## src/rtl/mcf_pkg.sv

```systemverilog
package mcf_pkg;

    localparam int ST_W  = 4;
    localparam int OPC_W = 6;

    typedef enum logic [ST_W-1:0] {
        ST_FETCH    = 4'b0000,
        ST_DECODE   = 4'b0001,
        ST_BRANCH   = 4'b0011,
        ST_R_EXEC   = 4'b0100,
        ST_R_WB     = 4'b0101,
        ST_ORI_EXEC = 4'b0110,
        ST_ORI_WB   = 4'b0111,
        ST_LW_ADDR  = 4'b1000,
        ST_LW_MEM   = 4'b1001,
        ST_LW_WB    = 4'b1010,
        ST_SW_ADDR  = 4'b1011,
        ST_SW_MEM   = 4'b1100
    } fsm_state_e;

    localparam logic [OPC_W-1:0] OPC_RTYPE = 6'b000000;
    localparam logic [OPC_W-1:0] OPC_ORI   = 6'b001101;
    localparam logic [OPC_W-1:0] OPC_LW    = 6'b100011;
    localparam logic [OPC_W-1:0] OPC_SW    = 6'b101011;
    localparam logic [OPC_W-1:0] OPC_BEQ   = 6'b000100;

    typedef enum logic [1:0] {
        ALU_ADD  = 2'b00,
        ALU_OR   = 2'b01,
        ALU_FUNC = 2'b10
    } alu_op_e;

    typedef enum logic [1:0] {
        BSEL_REG  = 2'b00,
        BSEL_ZEXT = 2'b01,
        BSEL_SEXT = 2'b10
    } bsel_e;

    typedef enum logic {
        PCSEL_SEQ    = 1'b0,
        PCSEL_BRANCH = 1'b1
    } pc_sel_e;

    typedef struct packed {
        logic    ir_load;
        logic    imem_rd;
        logic    opnd_load;
        alu_op_e alu_op;
        bsel_e   b_sel;
        logic    res_load;
        logic    dmem_rd;
        logic    dmem_wr;
        logic    mdr_load;
        logic    rf_wr;
        logic    rf_dst_rd;
        logic    rf_src_mem;
        logic    pc_en;
        pc_sel_e pc_sel;
    } ctrl_t;

    typedef struct packed {
        logic       hit;
        fsm_state_e target;
    } dispatch_t;

    function automatic ctrl_t ctrl_idle();
        ctrl_t c;
        c = '0;
        return c;
    endfunction

    function automatic dispatch_t lookup_class(input logic [OPC_W-1:0] opc);
        dispatch_t d;
        d.hit    = 1'b1;
        d.target = ST_FETCH;
        unique case (opc)
            OPC_RTYPE: d.target = ST_R_EXEC;
            OPC_ORI:   d.target = ST_ORI_EXEC;
            OPC_LW:    d.target = ST_LW_ADDR;
            OPC_SW:    d.target = ST_SW_ADDR;
            OPC_BEQ:   d.target = ST_BRANCH;
            default:   d.hit    = 1'b0;
        endcase
        return d;
    endfunction

endpackage

```

## src/rtl/mcf_dispatch.sv

```systemverilog
module mcf_dispatch
    import mcf_pkg::*;
(
    input  logic [OPC_W-1:0] opcode,
    output dispatch_t        disp
);
    always_comb begin
        disp = lookup_class(opcode);
    end
endmodule

```

## src/rtl/mcf_seq.sv

```systemverilog
module mcf_seq
    import mcf_pkg::*;
(
    input  logic       clk,
    input  logic       rst,
    input  dispatch_t  disp,
    output fsm_state_e state,
    output logic       illegal_q
);
    fsm_state_e state_nx;

    always_comb begin
        state_nx = ST_FETCH;
        unique case (state)
            ST_FETCH:    state_nx = ST_DECODE;
            ST_DECODE:   state_nx = disp.hit ? disp.target : ST_FETCH;
            ST_R_EXEC:   state_nx = ST_R_WB;
            ST_ORI_EXEC: state_nx = ST_ORI_WB;
            ST_LW_ADDR:  state_nx = ST_LW_MEM;
            ST_LW_MEM:   state_nx = ST_LW_WB;
            ST_SW_ADDR:  state_nx = ST_SW_MEM;
            default:     state_nx = ST_FETCH;
        endcase
    end

    always_ff @(posedge clk) begin
        if (rst) begin
            state     <= ST_FETCH;
            illegal_q <= 1'b0;
        end else begin
            state     <= state_nx;
            illegal_q <= (state == ST_DECODE) && !disp.hit;
        end
    end
endmodule

```

## src/rtl/mcf_ctrl_decode.sv

```systemverilog
module mcf_ctrl_decode
    import mcf_pkg::*;
(
    input  fsm_state_e state,
    output ctrl_t      ctl
);
    always_comb begin
        ctl = ctrl_idle();
        unique case (state)
            ST_FETCH: begin
                ctl.ir_load = 1'b1;
                ctl.imem_rd = 1'b1;
            end
            ST_DECODE: ctl.opnd_load = 1'b1;
            ST_R_EXEC: begin
                ctl.alu_op   = ALU_FUNC;
                ctl.b_sel    = BSEL_REG;
                ctl.res_load = 1'b1;
            end
            ST_R_WB: begin
                ctl.rf_wr     = 1'b1;
                ctl.rf_dst_rd = 1'b1;
                ctl.pc_en     = 1'b1;
            end
            ST_ORI_EXEC: begin
                ctl.alu_op   = ALU_OR;
                ctl.b_sel    = BSEL_ZEXT;
                ctl.res_load = 1'b1;
            end
            ST_ORI_WB: begin
                ctl.rf_wr = 1'b1;
                ctl.pc_en = 1'b1;
            end
            ST_LW_ADDR, ST_SW_ADDR: begin
                ctl.alu_op   = ALU_ADD;
                ctl.b_sel    = BSEL_SEXT;
                ctl.res_load = 1'b1;
            end
            ST_LW_MEM: begin
                ctl.dmem_rd  = 1'b1;
                ctl.mdr_load = 1'b1;
            end
            ST_LW_WB: begin
                ctl.rf_wr      = 1'b1;
                ctl.rf_src_mem = 1'b1;
                ctl.pc_en      = 1'b1;
            end
            ST_SW_MEM: begin
                ctl.dmem_wr = 1'b1;
                ctl.pc_en   = 1'b1;
            end
            ST_BRANCH: begin
                ctl.pc_en  = 1'b1;
                ctl.pc_sel = PCSEL_BRANCH;
            end
            default: ctl = ctrl_idle();
        endcase
    end
endmodule

```

## src/rtl/mc_ctrl_fsm.sv

```systemverilog
module mc_ctrl_fsm
    import mcf_pkg::*;
(
    input  logic             clk,
    input  logic             rst,
    input  logic [OPC_W-1:0] opcode,
    output logic [ST_W-1:0]  state_o,
    output logic             illegal_op,
    output logic             ir_load,
    output logic             imem_rd,
    output logic             opnd_load,
    output logic [1:0]       alu_op,
    output logic [1:0]       alu_b_sel,
    output logic             res_load,
    output logic             dmem_rd,
    output logic             dmem_wr,
    output logic             mdr_load,
    output logic             rf_wr,
    output logic             rf_dst_rd,
    output logic             rf_src_mem,
    output logic             pc_en,
    output logic             pc_sel
);
    dispatch_t  disp;
    fsm_state_e state;
    ctrl_t      ctl;

    mcf_dispatch u_disp (
        .opcode (opcode),
        .disp   (disp)
    );

    mcf_seq u_seq (
        .clk       (clk),
        .rst       (rst),
        .disp      (disp),
        .state     (state),
        .illegal_q (illegal_op)
    );

    mcf_ctrl_decode u_dec (
        .state (state),
        .ctl   (ctl)
    );

    assign state_o    = state;
    assign ir_load    = ctl.ir_load;
    assign imem_rd    = ctl.imem_rd;
    assign opnd_load  = ctl.opnd_load;
    assign alu_op     = ctl.alu_op;
    assign alu_b_sel  = ctl.b_sel;
    assign res_load   = ctl.res_load;
    assign dmem_rd    = ctl.dmem_rd;
    assign dmem_wr    = ctl.dmem_wr;
    assign mdr_load   = ctl.mdr_load;
    assign rf_wr      = ctl.rf_wr;
    assign rf_dst_rd  = ctl.rf_dst_rd;
    assign rf_src_mem = ctl.rf_src_mem;
    assign pc_en      = ctl.pc_en;
    assign pc_sel     = ctl.pc_sel;
endmodule

```

## config.mk

```make
export PLATFORM = sky130hd
export DESIGN_NAME = mc_ctrl_fsm
export DESIGN_NICKNAME = d
export VERILOG_FILES = /design/src/rtl/mcf_pkg.sv /design/src/rtl/mcf_dispatch.sv /design/src/rtl/mcf_seq.sv /design/src/rtl/mcf_ctrl_decode.sv /design/src/rtl/mc_ctrl_fsm.sv
export SDC_FILE = /design/constraint.sdc
export NUM_CORES = 1
export LEC_CHECK = 0
export ABC_AREA = 0
export BUFFER_PORTS_ARGS = -buffer_cell sky130_fd_sc_hd__clkbuf_2
export CORE_AREA = 2 2 39 41
export DETAILED_ROUTE_END_ITERATION = 12
export DIE_AREA = 0 0 41 43
export PLACE_DENSITY = 0.76
export SLEW_MARGIN = 10
export SYNTH_ARGS = -nofsm -noshare
export SYNTH_HDL_FRONTEND = slang
export SYNTH_SLANG_ARGS = --single-unit
```

## constraint.sdc

```tcl
create_clock -name clk -period 2.65 [get_ports clk]
set_clock_uncertainty 0.2 [all_clocks]
set_input_delay 0.265 -clock clk [delete_from_list [all_inputs] [get_ports clk]]
set_output_delay 0.265 -clock clk [all_outputs]
set_load 0.02 [all_outputs]
```

==> metrics.md, run 1 <==
| Metric | Value |
|---|---|
| Critical path peak fanout | 17 |
| Die X | approximately 41 um |
| Via count | ~580 |
| Remaining global-route overflow | 0 |
| DR iter-0 viols | 11 |
| Placed Area | 595.6 um2 |
| CTS H-tree depth | 1 |
| Bufs on Longest Clock Path | 2 |
| TritonCTS Buffers | 3 |
| Syn avg cell area | 7.353 um2 |
| Layout cells sized above 1 | 0.4000 |
| Syn. warnings | 0 |
| CP peak stage delay | just over 600 ps |
| Final setup violation count | 0 |
| # resized after CTS | 0 |
| Power per standard cell area | ~360 nW/um2 |
| Synthesized area | 478.0 um2 |
| Total Routed Length | about 1.3 mm |
| Setup Total Neg Slack | 0 ps |
| Worst-Margin Slew | 491.8 ps |
| First-pass GRT wire length | between 1.5 and 2 mm |
| Placer Congestion | slightly above 0.8 |
| Sink Count | 5 |
| Fin area | between 600 and 700 um2 |
| Gr usage total | 0.1436 |
| Vias per cell | roughly 5.5 |
| CTS Hold Buffers Added | 0 |
| Setup slack after layout | ~600 ps |
| Clock slew at reported path FFs | roughly 40 ps |
| Diodes inserted | 0 |
| Rel. slew slack | 0.6717 |
| RR Startpoint | u_seq.state[0] |
| Clock latency on the worst-skew pair | roughly 240 ps |
| Final period utilization | 0.7716 |
| Most common cell after layout, fill and taps aside | clkbuf_2 |
| Min cycle time layout | about 2000 ps |
| Hold Path Class | in -> reg |
| CP Capture Type | output pin |
| Synthesized flop and latch total | 5 |
| Critical path launch point type | flip-flop |
| Placed Instances | 102 |
| Max Cap Viol | 0 |
| Largest net degree at the start of global routing | 18 |
| Setup WS pre-CTS | 867.1 ps |
| Worst hold path cell count | 2 |
| Routed length per instance | roughly 12 um |
| Total die area | about 1800 um2 |
| Crit-path slowest cell | dfxtp_1 |
| Critical R2R Capture | u_seq.state[2] |
| Die Y | around 43 um |
| Cell depth of the worst flop-to-flop path | 3 |
| Clk Tree Root Cell | clkbuf_4 |
| Setup bufs post-CTS | 0 |
| Final HPWL DP | roughly 920 um |
| Cell count along the critical path | 4 |
| RSZ-0062 raised after global routing | false |
| Detail Route Antenna Nets | 0 |
| Starting density of the core | 0.3454 |
| R2R setup slack | around 1100 ps |
| Max Slew Vio Count | 0 |
| Detailed Routing Iterations Pass 1 | 4 |
| Fin cells | between 100 and 150 |
| Status | finished, final reports clean |
| Post-synthesis cell count | 65 |
| Number of hold violations in the final report | 0 |
| DRC errors left | 0 |
| Antenna violations before repair | 0 |
| Highest clock rate | approximately 0.49 GHz |
| Crit path cell chain | nand2b_1, and3b_1, o21bai_1, clkbuf_2 |
| Hold Crit Endpoint | u_seq.state[3] |
| CTS tree | yes |
| WP buf/inv | 1 |
| FP Rows | 14 |
| Area growth from synthesis to layout | 30.10% |
| Sequential-to-total area share from yosys stat | 0.2094 |
| Net Count, Synth | 73 |
| Core Region | roughly 1400 um2 |
| Req. time, crit path | around 2200 ps |
| Leak | roughly 0.28 nW |
| Commonest cells after routing, fill and taps aside | clkbuf_2 (28), nor2_1 (8), nor3_1 (7), nand2b_1 (5), dfxtp_1 (5) |
| Vias in the first global route | 438 |
| VDD IR-drop max | between 0.00015 and 0.0002 V |
| PortBufs | 28 |
| Nets | just under 100 |
| Crit path kind | reg -> out |
| Hold path start | rst |
| Delay-heaviest family, CP | flip-flops |
| I/O pins | 29 |
| Worst path arrival time | about 1600 ps |
| Count of cell types in the netlist | 32 |
==> kinds of logic (layout without fill, tap and decap cells) <==
family | Yosys count | after routing | share of synthesized area
AOI/OAI and AO/OA | 17 | 17 | 0.2618
buffers and inverters | 8 | 33 | 0.09685
DFF | 5 | 5 | 0.2094
and+or+nand+nor | 35 | 35 | 0.4319
==> cell usage after synthesis <==
cell	instances	share of area
a211o_1	2	0.037
a211oi_1	2	0.031
a21oi_1	2	0.021
a22oi_1	1	0.016
a31o_2	1	0.018
a31oi_1	1	0.013
a32oi_1	1	0.018
and3_2	1	0.016
and3b_1	1	0.018
and4b_2	1	0.024
and4bb_2	1	0.026
buf_2	1	0.010
buf_4	4	0.063
clkbuf_1	2	0.016
dfxtp_1	5	0.21
inv_1	1	0.0078
nand2_1	3	0.024
nand2b_1	5	0.065
nand3b_1	1	0.016
nor2_1	8	0.063
nor3_1	7	0.073
nor3b_1	2	0.031
nor4_1	2	0.026
nor4b_1	1	0.018
o2111a_1	1	0.024
o2111ai_1	1	0.018
o21ai_0	2	0.021
o21ai_1	1	0.010
o21bai_1	1	0.016
o22a_1	1	0.018
or2_2	1	0.013
or3b_1	1	0.018
==> worst max-delay path by stage <==
stage / start / endpoint / slack [ps]
3_3_place_gp: u_seq.state[0] / res_load / 920
2_1_floorplan: u_seq.state[2] / ir_load / 520
4_1_cts: u_seq.state[0] / res_load / 610
6_report: u_seq.state[0] / res_load / 610
3_5_place_dp: u_seq.state[0] / res_load / 870
5_1_grt: u_seq.state[0] / res_load / 480
==> final cells by class <==
cell class | count | area [um2]
tap | 16 | 20.02
multi-input combinational | 52 | 331.6
timing repair buffer | 28 | 140.1
sequential | 5 | 100.1
fill | 154 | 762.0
clock buffer | 4 | 26.28
inverter | 1 | 3.754
==> state kept, by name, indices dropped and copies added (netlist names) <==
name and flops:
u_seq.illegal_q 1, u_seq.state 4
==> per-layer routing <==
layer  share of wire  track usage  vias up
met5               0            0        -
met4               0      0.04000        0
met3           0.074      0.01571        0
met2            0.45       0.2250       27
met1            0.47       0.1994      255
li1                -            -      299
==> per-stage QoR <==
| step | hold slack [ps] | utilization | total power, mW |
|---|---|---|---|
| finish | 83.07 | 0.4494 | 0.2242 |
| global route | 85.90 | 0.4494 | 0.2380 |
| CTS | 72.39 | 0.4494 | 0.2266 |
| detailed placement | 314.8 | 0.4304 | 0.1388 |
| global placement | 318.7 | 0.4304 | 0.1379 |
| floorplan | 134.1 | - | 0.1195 |
==> where the power goes <==
group / internal (mW) / leakage (nW) / switching (mW)
combinational: 0.0206 / 0.226 / 0.0320
sequential: 0.0785 / 0.0408 / 0.00764
clock: 0.0568 / 0.0150 / 0.0287
Power figures use the tool's default switching activity.
==> run 2: changes to the inputs <==
Clock period 2.65 ns to 2.1 ns, I/O delays scaled along.
==> run 2 against run 1 <==
- highest routed layer is now met4
- first-iteration DRC count unchanged
- register-to-register slack worse by 460 ps
- clock power up 35%
==> metrics.md, run 2 (synthesized netlist as in run 1, its figures left out) <==
| Metric | Value |
|---|---|
| RSZ-0062 raised after global routing | false |
| Detailed Routing Iterations Pass 1 | 4 |
| Largest Register | u_seq.state |
| Vias per cell | 5.505 |
| CP peak stage delay | roughly 560 ps |
| Detail Route Antenna Nets | 0 |
| CTS tree | yes |
| Fin cells | approximately 110 |
| CTS H-tree depth | 1 |
| Largest net degree at the start of global routing | 18 |
| Area growth from synthesis to layout | 32.46% |
| Final period utilization | 0.9356 |
| Fillers | between 150 and 200 |
| Rel. slew slack | 0.7218 |
| Min cycle time layout | about 2000 ps |
| Biggest regs | u_seq.state x4, u_seq.illegal_q x1 |
| I/O pins | 29 |
| Fin area | between 600 and 700 um2 |
| Crit path from | u_seq.state[2] |
| Worst-Margin Slew | between 400 and 500 ps |
| PortBufs | 28 |
| Final setup violation count | 0 |
| Critical path launch point type | flip-flop |
| Hold path start | opcode[4] |
| Die X | between 40 and 50 um |
| Total die area | ~1800 um2 |
| FP Rows | 14 |
| Nets | 100 |
| Most common cell after layout, fill and taps aside | clkbuf_2 |
| Placed Area | 595.6 um2 |
| Pwr Total | between 0.2 and 0.3 mW |
| Max Slew Vio Count | 0 |
| Setup bufs post-CTS | 0 |
| Remaining global-route overflow | 0 |
| Leak | between 0.2 and 0.3 nW |
| Via count | just under 600 |
| Hold Path Class | in -> reg |
| Power per standard cell area | between 400 and 500 nW/um2 |
| Setup Total Neg Slack | 0 ps |
| Cell depth of the worst flop-to-flop path | 3 |
| Worst hold path cell count | 3 |
| Vias in the first global route | roughly 440 |
| Crit path kind | reg -> out |
| Starting density of the core | 0.3454 |
| Crit-path slowest cell | dfxtp_1 |
| Diodes inserted | 0 |
| RR Startpoint | u_seq.state[0] |
| Placer Congestion | between 0.8 and 0.9 |
| Bufs on Longest Clock Path | 2 |
| Sink Count | 5 |
| Gr usage total | 0.1446 |
| VDD IR-drop max | approximately 0.00023 V |
| Layout cells sized above 1 | 0.4066 |
| Routed length per instance | between 10 and 15 um |
| Commonest cells after routing, fill and taps aside | clkbuf_2 (28), nor2_1 (8), nor3_1 (7), nand2b_1 (5), dfxtp_1 (4) |
| Clock latency on the worst-skew pair | 250 ps |
| Antenna violations before repair | 0 |
| Worst path arrival time | 1550 ps |
| Core Region | 1384 um2 |
| Clock slew at reported path FFs | ~50 ps |
| TritonCTS Buffers | 3 |
| Total Routed Length | around 1.3 mm |
| Max reg flops | 4 |
| Critical path peak fanout | 14 |
| Crit path cell chain | nand2b_1, and3b_1, o21bai_1, clkbuf_2 |
| Die Y | between 40 and 50 um |
| Max Cap Viol | 0 |
| Number of hold violations in the final report | 0 |
| Placed Instances | about 100 |
| CP Capture Type | output pin |
| R2R setup slack | ~600 ps |
| Highest clock rate | approximately 0.51 GHz |
| First-pass GRT wire length | around 1.8 mm |
| Final HPWL DP | slightly above 900 um |
| Req. time, crit path | roughly 1700 ps |
| Status | finished, final reports clean |
| DR iter-0 viols | 11 |
| Clk Tree Root Cell | clkbuf_4 |
| DRC errors left | 0 |
[run 2: worst paths after layout]
check | end
max | res_load
min | u_seq.state[0]
max reg2reg | u_seq.state[2]
min reg2reg | u_seq.illegal_q
[run 2: power breakdown]
group / internal (mW) / switching, mW / leakage, nW
Clock: 0.0721 / 0.0432 / 0.0150
Sequential: 0.0995 / 0.00925 / 0.0410
Combinational: 0.0272 / 0.0406 / 0.230
Total: 0.199 / 0.0931 / 0.286
[run 2: layer usage]
layer	track usage	vias up	share of wire
met5	0	-	0
met4	0.06000	0	0.019
met3	0.01571	2	0.072
met2	0.2188	27	0.42
met1	0.1994	264	0.48
li1	-	296	-
[run 2: stage by stage]
| step | util | worst slack [ps] | hold WS (ps) |
|---|---|---|---|
| floorplan | - | 21.68 | 79.07 |
| global placement | 0.4304 | 425.1 | 263.7 |
| detailed placement | 0.4304 | 373.0 | 257.1 |
| CTS | 0.4566 | 108.0 | 115.2 |
| global route | 0.4575 | 45.36 | 153.2 |
| finish | 0.4575 | 135.2 | 109.0 |
[run 2: worst max-delay path: cells and delay by family, from the launching register on]
family,cells,cell delay [ps]
AND/OR/NAND/NOR,2,440
AO/OA/AOI/OAI,1,150
flip-flops,1,560
buffers and inverters,1,160
[run 2: layout make-up]
class                      count  area [um2]  share of cell area
clock buffer                   4       26.28             0.04150
inverter                       1       3.754            0.005929
multi-input combinational     52       331.6              0.5237
sequential                     5       101.3              0.1601
tap                           16       20.02             0.03162
timing repair buffer          29       150.1              0.2372
[run 2: timing repair]
item,CTS,global route
resized for setup,0,1
endpoints found under the hold margin,1,0
setup endpoints to repair,0,1
hold buffers,1,0
==> run 3: changes to the inputs <==
Settings changed: CAP_MARGIN from default to 20, MAX_ROUTING_LAYER from default to met4.
Clock period 2.1 ns to 2.3 ns, I/O delays scaled along.
==> run 3 against run 2 <==
- cell area fell by 1.8%
- sequential share of layout area is 0.089 points higher
- register-to-register slack better by 140 ps
- critical path depth did not move
- wire length is 3.5% lower
- final cell count is 0.93% lower
- largest power group unchanged
- sequential power decreased by 9%
- hold slack worse by 93 ps
- largest cell class unchanged
==> metrics.md, run 3 (synthesized netlist as in run 1, its figures left out) <==
| Metric | Value |
|---|---|
| Hold path start | rst |
| Fin area | approximately 620 um2 |
| Crit path kind | reg -> out |
| Placed Area | between 500 and 600 um2 |
| CP Capture Type | output pin |
| Commonest cells after routing, fill and taps aside | clkbuf_2 (28), nor2_1 (8), nor3_1 (7), nand2b_1 (5), dfxtp_1 (5) |
| First-pass GRT wire length | 1.856 mm |
| Diodes inserted | 0 |
| Nets | slightly below 100 |
| DRC errors left | 0 |
| Sink Count | 5 |
| Internal Power | ~0.18 mW |
| Worst-Margin Slew | between 400 and 500 ps |
| Core Region | approximately 1400 um2 |
| Status | finished, final reports clean |
| Max Slew Vio Count | 0 |
| Final setup violation count | 0 |
| Clk network pwr share | 0.400 |
| Bufs on Longest Clock Path | 2 |
| Fin cells | about 110 |
| R2R setup slack | 740 ps |
| Largest net degree at the start of global routing | 18 |
| Worst hold path cell count | 2 |
| Placer Congestion | 0.8348 |
| Placed Instances | ~100 |
| Starting density of the core | 0.3454 |
| Die Y | between 40 and 50 um |
| Routed length per instance | around 12 um |
| PortBufs | 28 |
| Cell depth of the worst flop-to-flop path | 3 |
| Total die area | 1763 um2 |
| Number of hold violations in the final report | 0 |
| Vias per cell | about 5.7 |
| Worst path arrival time | approximately 1600 ps |
| Combinational Power Share | 0.226 |
| Via count | between 600 and 700 |
| Layout cells sized above 1 | 0.4000 |
| Hold Crit Endpoint | u_seq.state[3] |
| VDD IR-drop max | 0.0002117 V |
| Clk Tree Root Cell | clkbuf_4 |
| CTS Hold Buffers Added | 0 |
| TritonCTS Buffers | 3 |
| Area growth from synthesis to layout | 30.10% |
| Biggest regs | u_seq.state x4, u_seq.illegal_q x1 |
| DR iter-0 viols | 6 |
| Power per standard cell area | 425.4 nW/um2 |
| Max Cap Viol | 0 |
| Final Util | 0.4494 |
| Switching pwr | about 0.085 mW |
| Highest clock rate | 0.4965 GHz |
| Most common cell after layout, fill and taps aside | clkbuf_2 |
| Die X | between 40 and 50 um |
| Final period utilization | 0.8757 |
| FP Rows | 14 |
| Hold Path Class | in -> reg |
| Critical path launch point type | flip-flop |
| CTS tree | yes |
| Largest Register | u_seq.state |
| I/O pins | 29 |
| Max reg flops | 4 |
| Vias in the first global route | between 400 and 500 |
| Remaining global-route overflow | 0 |
| # resized after CTS | 0 |
| Final HPWL DP | about 940 um |
| Req. time, crit path | roughly 1900 ps |
| Critical path peak fanout | 17 |
| Antenna violations before repair | 0 |
| RSZ-0062 raised after global routing | false |
| Clock slew at reported path FFs | 50 ps |
| Detail Route Antenna Nets | 0 |
| Total Routed Length | around 1.2 mm |
| Leak | between 0.2 and 0.3 nW |
| Clock latency on the worst-skew pair | roughly 250 ps |
| Detailed Routing Iterations Pass 1 | 4 |
| Setup Total Neg Slack | 0 ps |
| Min cycle time layout | ~2000 ps |
| CTS H-tree depth | 1 |
| Gr usage total | 0.1553 |
| Setup bufs post-CTS | 0 |
| RR Startpoint | u_seq.state[0] |
| Sw Ratio | 0.3196 |
| Critical R2R Capture | u_seq.state[2] |
| Part of the power in registers | 0.374 |
| Rel. slew slack | 0.6803 |
[run 3: layout make-up]
type	count	area, um2
fillers	147	762.0
well taps	16	20.02
clock buffers	4	26.28
flip-flops and latches	5	100.1
multi-input cells	52	331.6
repair buffers	28	140.1
inverters	1	3.754
[run 3: worst max-delay path: stages (launching register included)]
cell      delay, ps
dfxtp_1         610
nand2b_1        180
and3b_1         230
o21bai_1        150
clkbuf_2        170
[run 3: power by group through the flow]
stage	registers, mW	clock network (mW)	logic [mW]
2_1_floorplan	0.0990	0	0.0387
3_3_place_gp	0.0998	0	0.0591
3_5_place_dp	0.100	0	0.0598
4_1_cts	0.0988	0.108	0.0600
5_1_grt	0.100	0.110	0.0679
6_report	0.0989	0.106	0.0598
[run 3: per-layer routing]
metal  track usage  wire length, um  vias up
li1              -                -      298
met1        0.1994              578      269
met2        0.2313              538       32
met3       0.01571               92        2
met4       0.08000               29        0
met5             -                0        -
[run 3: worst max-delay path by stage]
stage                           to  slack, ps            from  depth (start not counted)
final                     res_load        290  u_seq.state[0]                          4
after global routing      res_load        160  u_seq.state[0]                          4
after CTS                 res_load        280  u_seq.state[0]                          4
after detailed placement  res_load        550  u_seq.state[0]                          4
after global placement    res_load        610  u_seq.state[0]                          4
after floorplan            ir_load        200  u_seq.state[2]                          3
[run 3: metrics by stage]
step           hold WS [ps]  power, mW  setup WS, ps
2_1_floorplan         99.07     0.1377         201.7
3_3_place_gp          283.8     0.1589         605.1
3_5_place_dp          278.3     0.1600         552.2
4_1_cts               15.38     0.2670         276.1
5_1_grt               37.15     0.2780         158.0
6_report              16.41     0.2645         285.9
